File: src/rtl/bus_stall_ctl.sv
module bus_stall_ctl #(
  parameter int AW = 16,
  parameter int DW = 8,
  parameter int NWIN = 3,
  parameter logic [NWIN-1:0][AW-1:0] WIN_LO = {16'hFF00, 16'h8000, 16'h0000},
  parameter logic [NWIN-1:0][AW-1:0] WIN_HI = {16'hFFFF, 16'hFBFF, 16'h2FFF}
) (
  input  logic          clk,
  input  logic          rst_n,
  input  logic [AW-1:0] cpu_addr,
  input  logic          cpu_we,
  input  logic [DW-1:0] cpu_wdata,
  output logic [DW-1:0] cpu_rdata,
  output logic          cpu_rdy,
  output logic          ram_en,
  output logic          ram_we,
  output logic [AW-1:0] ram_addr,
  output logic [DW-1:0] ram_wdata,
  input  logic [DW-1:0] ram_rdata,
  input  logic          host_phase,
  output logic [AW-1:0] ext_addr,
  output logic [DW-1:0] ext_wdata,
  input  logic [DW-1:0] ext_rdata,
  output logic          ext_rd_stb,
  output logic          ext_wr_stb
);

  logic [NWIN-1:0] hit;
  logic            is_int;
  logic            rel_q;
  logic            ext_wait;
  logic [DW-1:0]   rd_q;

  for (genvar i = 0; i < NWIN; i++) begin : g_win
    logic [AW-1:0] off;
    assign off    = cpu_addr - WIN_LO[i];
    assign hit[i] = off <= (WIN_HI[i] - WIN_LO[i]);
  end

  assign is_int   = |hit;
  assign ext_wait = !is_int && !rel_q;

  always_ff @(posedge clk) begin
    if (!rst_n) begin
      rel_q <= 1'b0;
      rd_q  <= '0;
    end else begin
      rel_q <= ext_wait && host_phase;
      if (ext_rd_stb) rd_q <= ext_rdata;
    end
  end

  assign cpu_rdy    = is_int || rel_q;
  assign cpu_rdata  = is_int ? ram_rdata : rd_q;

  assign ram_en     = is_int;
  assign ram_we     = is_int && cpu_we;
  assign ram_addr   = cpu_addr;
  assign ram_wdata  = cpu_wdata;

  assign ext_addr   = cpu_addr;
  assign ext_wdata  = cpu_wdata;
  assign ext_rd_stb = ext_wait && host_phase && !cpu_we;
  assign ext_wr_stb = !is_int && rel_q && cpu_we;

endmodule


File: config.mk
export PLATFORM = sky130hd
export DESIGN_NAME = bus_stall_ctl
export DESIGN_NICKNAME = d
export VERILOG_FILES = /design/src/rtl/bus_stall_ctl.sv
export SDC_FILE = /design/constraint.sdc
export NUM_CORES = 1
export LEC_CHECK = 0
export ABC_AREA = 1
export CORE_MARGIN = 2
export CORE_UTILIZATION = 24
export CTS_BUF_LIST = sky130_fd_sc_hd__clkbuf_8
export DETAILED_ROUTE_END_ITERATION = 10
export PLACE_DENSITY = 0.76
export REMOVE_ABC_BUFFERS = 1
export SLEW_MARGIN = 30
export SYNTH_ARGS = -nofsm -noshare
export SYNTH_HDL_FRONTEND = slang
export SYNTH_SLANG_ARGS = --single-unit
File: constraint.sdc
create_clock -name clk -period 1 [get_ports clk]
set_input_delay 0.15 -clock clk [delete_from_list [all_inputs] [get_ports clk]]
set_output_delay 0.15 -clock clk [all_outputs]
set_load 0.005 [all_outputs]
==> impl_metrics.csv, run 1 <==
group,metric,value,unit
floorplan,coreArea,0.00363,sq mm
pwr,p_per_area,899,mW/mm^2
setup_path,path_max_fanout,5,
sta,slew_headroom,90.3,%
clock_tree,cts_tree,"done",
detailed_routing,drtIter0Drc,9,
grt,grt_use_total,13.1,%
setup_path,r2r_slack,0.04,ns
synthesis,synth_cells,137,
floorplan,fp.dieH,65.4,um
sta,rsz0062_at_grt,"yes",
setup_path,required,0.85,ns
setup_path,slowest_delay,0.14,ns
cells_and_area,drive_gt1_share,44.9,%
grt,grt_pass1_vias,827,
synthesis,ys_ff_latch,9,
sta,timing.fmax,863,MHz
cells_and_area,antenna_cells,0,
cells_and_area,utilization,39.4,%
setup_path,worst_path_most_repeated_cell,"buf_6",
detailed_routing,drc_errors,0,
setup_path,cp_slowest_cell,"buf_6",
cells_and_area,final_cell_area,0.00143,sq mm
floorplan,start_util,24.9,%
clock_tree,clk_latency,0.23,ns
sta,setup_viol,21,
setup_path,worstSetupStartpointType,"primary input",
synthesis,syn_avg_cell_area,6.60,sq um
setup_path,regToRegStartpoint,"rel_q$_SDFF_PN0_",
cells_and_area,final_common_cell,"clkdlybuf4s50_1",
pwr,total_leakage_power,0.000756,uW
setup_path,arrival,1.01,ns
synthesis,yosysWarnings,0,
setup_path,reg2reg_to,"rd_q[6]$_SDFFE_PN0P_",
outcome,status,"finished, violations left",
detailed_routing,drt-total-wl,2850,um
hold_path,hold_start,"cpu_addr[0]",
clock_tree,cts_num_sinks,9,
pwr,peakVddDrop,767,uV
setup_path,worstSetupEndpointType,"output port",
place,place_area,0.00126,sq mm
grt,antenna_found_initial,0,
hold_path,whs_endpoint,"ext_addr[0]",
setup_path,critPathKind,"in2out",
floorplan,io_pins,105,
floorplan,die_w,65.4,um
setup_path,worstPathCellList,"buf_6 > nand2_2 > inv_2 > nor2_4 > nand2_4 > nand2_8 > buf_6 > nand4_4 > inv_2 > buf_6",
sta,hold_ws,0.300,ns
clock_tree,cts_buffers,3,
clock_tree,clock-root-buffer,"clkbuf_8",
sta,clock_skew,0.000862,ns
setup_path,reg2reg_depth,5,
floorplan,rows,22,
hold_path,hp-class,"in2out",
floorplan,die_area,0.00428,sq mm
sta,period_minus_slack,1.16,ns
synthesis,synth-seq-area-share,19.9,%
detailed_routing,num_vias,885,
place,gp_congestion,0.628,
grt,grt_pass1_wl,4100,um
job,maxCapViolCount,0,
cells_and_area,layout_common_cells,"clkdlybuf4s50_1 (28), nand2_1 (21), buf_4 (17)",
grt,grt_max_degree,17,
outcome,violations,"negative setup slack",
sta,fin_crit_sh,116,%
setup_path,crit_start,"cpu_addr[8]",
hold_path,holdPathStages,0,
grt,globalRouteOverflowTotal,0,
detailed_routing,vias_per_cell,4.12,
cells_and_area,nets,212,
sta,slew_violations,0,
sta,tns,-1.60,ns
place,dp_hpwl,2040,um
synthesis,synth_cell_type_count,16,
clock_tree,cts_buffer_depth,2,
sta,finalHoldViolations,0,
clock_tree,cts_max_level,1,
cells_and_area,area_delta_synth_final,58.2,%
sta,layout_setup_ws,-0.159,ns
place,numPortBuffers,56,
sta,tightest_slew,0.145,ns
detailed_routing,antenna_left,0,
synthesis,netlist_area,905,sq um
detailed_routing,firstDrtPassIters,4,
detailed_routing,wl_per_cell,13.3,um
[stage by stage]
| stage | worst slack, ns | power, uW | instances |
|---|---|---|---|
| finish | -0.159 | 1290 | 215 |
| global placement | -1.01 | 812 | 205 |
| CTS | -0.222 | 1280 | 213 |
| floorplan | 0.0693 | 488 | 86 |
| detailed placement | -1.02 | 817 | 205 |
| global route | -0.224 | 1370 | 215 |
[metal layers]
layer / global-route usage, % / share of wire [%]
met5: 0 / 0
met4: 2.34 / 0
met3: 11.8 / 20
met2: 18.2 / 40
met1: 14.9 / 39
[cells in the mapped netlist]
library cell	number	area share [%]
nor2_2	3	2.1
nand2_1	29	12
nor2_1	16	6.6
dfxtp_1	9	20
o21ai_1	4	2.2
nand2_2	2	1.4
buf_4	48	40
nand4_4	1	2.4
inv_2	2	0.83
and3b_1	1	0.97
nor3_1	1	0.55
inv_1	13	5.4
o21ai_0	4	2.2
nand2_4	1	1.2
buf_2	2	1.1
buf_6	1	1.2
[worst max path at each step]
stage                           endpoint  slack (ns)  cells after the start
floorplan           rd_q[2]$_SDFFE_PN0P_        0.07                      7
global placement            cpu_rdata[4]       -1.01                      8
detailed placement          cpu_rdata[1]       -1.02                      9
CTS                         cpu_rdata[4]       -0.22                     10
global route                  ext_rd_stb       -0.22                     10
finish                        ext_rd_stb       -0.16                     10
[worst max-delay path: cells and delay by family]
| family | cells | cell delay (ns) |
|---|---|---|
| buf+inv | 5 | 0.43 |
| simple gates | 5 | 0.43 |
[kinds of logic after synthesis]
kind of cell	count (synthesis)	synth area share (%)
buf+inv	66	48.4
simple gates	54	27.2
flops	9	19.9
compound gates	8	4.43
[sequential cells by signal, indices dropped and copies added, names as in the netlist]
signal / cells
rel_q: 1
rd_q: 8
[what timing repair did]
action	CTS	global route
resized for setup	120	23
setup buffers	1	2
setup endpoints to repair	38	26
endpoints found under the hold margin	0	0
gates cloned	3	0
hold buffers	0	0
pin swaps	11	11
[final cells by class]
type	instances	area, sq um
Inverter	15	63.8
Clock buffer	3	41.3
Sequential cell	9	180
Multi-Input combinational cell	62	384
Clock inverter	1	3.75
Timing Repair inverter	3	28.8
Fill cell	389	2200
Timing Repair Buffer	74	669
Tap cell	48	60.1
[where the power goes]
| group | switching (uW) | internal, uW | leakage [uW] |
|---|---|---|---|
| Clock | 142 | 267 | 0.0000269 |
| Combinational | 208 | 288 | 0.000656 |
| Sequential | 3.93 | 376 | 0.0000734 |
| Total | 354 | 932 | 0.000756 |
No activity file was read; power rests on OpenSTA's default activity.
==> inputs of run 2 (changes only) <==
- PLACE_DENSITY: 0.76 -> 0.75
==> run 2 against run 1 <==
Effect of this change:
- the run still ends with negative setup slack left
- count of clock-buffer cells in the layout unchanged
- clock power increased by 3%
- sequential share of layout area is 0.17 points lower
- critical path depth stayed put
- sequential power hardly changed
- critical endpoint is now ext_wr_stb
==> impl_metrics.csv, run 2 (synthesis results as in run 1) <==
group,metric,value,unit
cells_and_area,final_cell_area,0.00145,sq mm
grt,globalRouteOverflowTotal,0,
detailed_routing,num_vias,881,
clock_tree,cts_buffer_depth,2,
clock_tree,cts_buffers,3,
floorplan,coreArea,0.00363,sq mm
cells_and_area,antenna_cells,0,
clock_tree,clk_latency,0.24,ns
detailed_routing,drtIter0Drc,11,
setup_path,crit_start,"cpu_addr[8]",
pwr,total_leakage_power,0.000744,uW
detailed_routing,firstDrtPassIters,2,
detailed_routing,drc_errors,0,
clock_tree,cts_max_level,1,
cells_and_area,nets,215,
cells_and_area,area_delta_synth_final,60.4,%
cells_and_area,final_common_cell,"clkdlybuf4s50_1",
cells_and_area,largestRegisters,"rd_q: 8 flops, rel_q: 1 flops",
floorplan,io_pins,105,
setup_path,worstSetupEndpointType,"output port",
floorplan,die_area,0.00428,sq mm
sta,timing.fmax,882,MHz
setup_path,worstSetupStartpointType,"primary input",
hold_path,hp-class,"in2out",
sta,tns,-1.31,ns
grt,grt_max_degree,17,
place,post-place-ws,-1.03,ns
setup_path,regToRegStartpoint,"rel_q$_SDFF_PN0_",
grt,grt_use_total,13.2,%
setup_path,required,0.85,ns
clock_tree,cts_tree,"done",
detailed_routing,antenna_left,0,
grt,antenna_found_initial,0,
cells_and_area,largest_reg_flops,8,
setup_path,path_max_fanout,6,
hold_path,hold_start,"cpu_wdata[2]",
clock_tree,cts_num_sinks,9,
sta,setup_viol,18,
sta,clock_skew,0.00403,ns
floorplan,start_util,24.9,%
sta,slew_headroom,90.7,%
detailed_routing,drt-total-wl,2800,um
setup_path,critPathKind,"in2out",
sta,finalHoldViolations,0,
sta,layout_setup_ws,-0.134,ns
sta,slew_violations,0,
sta,rsz0062_at_grt,"yes",
sta,period_minus_slack,1.13,ns
outcome,violations,"negative setup slack",
place,numPortBuffers,56,
clock_tree,hold_buffers,0,
floorplan,rows,22,
pwr,p_per_area,899,mW/mm^2
grt,grt_pass1_wl,4110,um
grt,grt_pass1_vias,865,
setup_path,arrival,0.98,ns
cells_and_area,drive_gt1_share,50.6,%
pwr,peakVddDrop,418,uV
clock_tree,clock-root-buffer,"clkbuf_8",
place,gp_congestion,0.705,
outcome,status,"finished, violations left",
cells_and_area,layout_common_cells,"clkdlybuf4s50_1 (28), buf_4 (21), nand2_1 (15)",
place,dp_hpwl,2070,um
floorplan,fp.dieH,65.4,um
place,place_area,0.00127,sq mm
pwr,total_power,1310,uW
sta,tightest_slew,0.139,ns
sta,fin_crit_sh,113,%
cells_and_area,top_register,"rd_q",
detailed_routing,vias_per_cell,4.04,
floorplan,die_w,65.4,um
detailed_routing,wl_per_cell,12.8,um
job,maxCapViolCount,0,
-- run 2: cell types whose count changed in the layout (fill, tap and decap cells not counted), moves of 2 or more --
cell            previous run  this run
buf_8                      0         2
dlygate4sd2_1              2         4
buf_6                      9         7
dlymetal6s2s_1             5         3
nand2_2                    5        14
buf_4                     17        21
inv_8                      3         1
nand2_4                    5         3
nand2_1                   21        15
nor2_2                     2         5
nor2_4                     2         0
-- run 2: area by class of cell --
| class | count | area, sq um |
|---|---|---|
| Multi-Input combinational cell | 62 | 378 |
| Inverter | 15 | 66.3 |
| Clock buffer | 3 | 41.3 |
| Tap cell | 48 | 60.1 |
| Clock inverter | 1 | 3.75 |
| Fill cell | 392 | 2180 |
| Timing Repair Buffer | 80 | 722 |
| Sequential cell | 9 | 180 |
-- run 2: final timing paths --
path	end	slack [ns]	cells after the start
setup / recovery	ext_wr_stb	-0.13	10
hold / removal	ext_wdata[2]	0.30	0
setup reg to reg	rd_q[5]$_SDFFE_PN0P_	0	5
hold reg to reg	rd_q[5]$_SDFFE_PN0P_	0.63	5
-- run 2: timing repair --
item                       in CTS  in global routing
pin swaps                      14                 11
resized for setup             116                 26
setup endpoints to repair      38                 22
cloned                          1                  0
setup buffers                   5                  2
-- run 2: layer usage --
layer / part of all wire, % / GRT usage [%] / wire (um) / vias to the layer above
met4: 0.50 / 4.69 / 14 / 0
met2: 42 / 18.9 / 1170 / 83
met1: 39 / 14.6 / 1080 / 371
met3: 19 / 10.3 / 536 / 2
met5: 0 / 4.17 / 0 / -
li1: - / - / - / 425
-- run 2: report_power, final --
part           switching (uW)  internal, uW  total, uW
clock                     154           268        423
combinational             199           303        502
sequential               4.13           376        380
-- run 2: per-stage QoR --
step           utilization, %  hold WS [ns]  cells
4_1_cts                  37.9         0.300    217
5_1_grt                  39.9         0.300    218
2_1_floorplan               -         0.270     86
6_report                 39.9         0.300    218
3_5_place_dp             35.0         0.300    207
3_3_place_gp             35.0         0.300    207
-- run 2: worst max-delay path, stage by stage --
cell     delay (ns)
buf_6          0.09
nand2_2        0.06
inv_2          0.03
nor2_2         0.08
nand2_2        0.06
nand2_4        0.09
inv_8          0.05
buf_16         0.13
nor3_4         0.10
buf_2          0.13
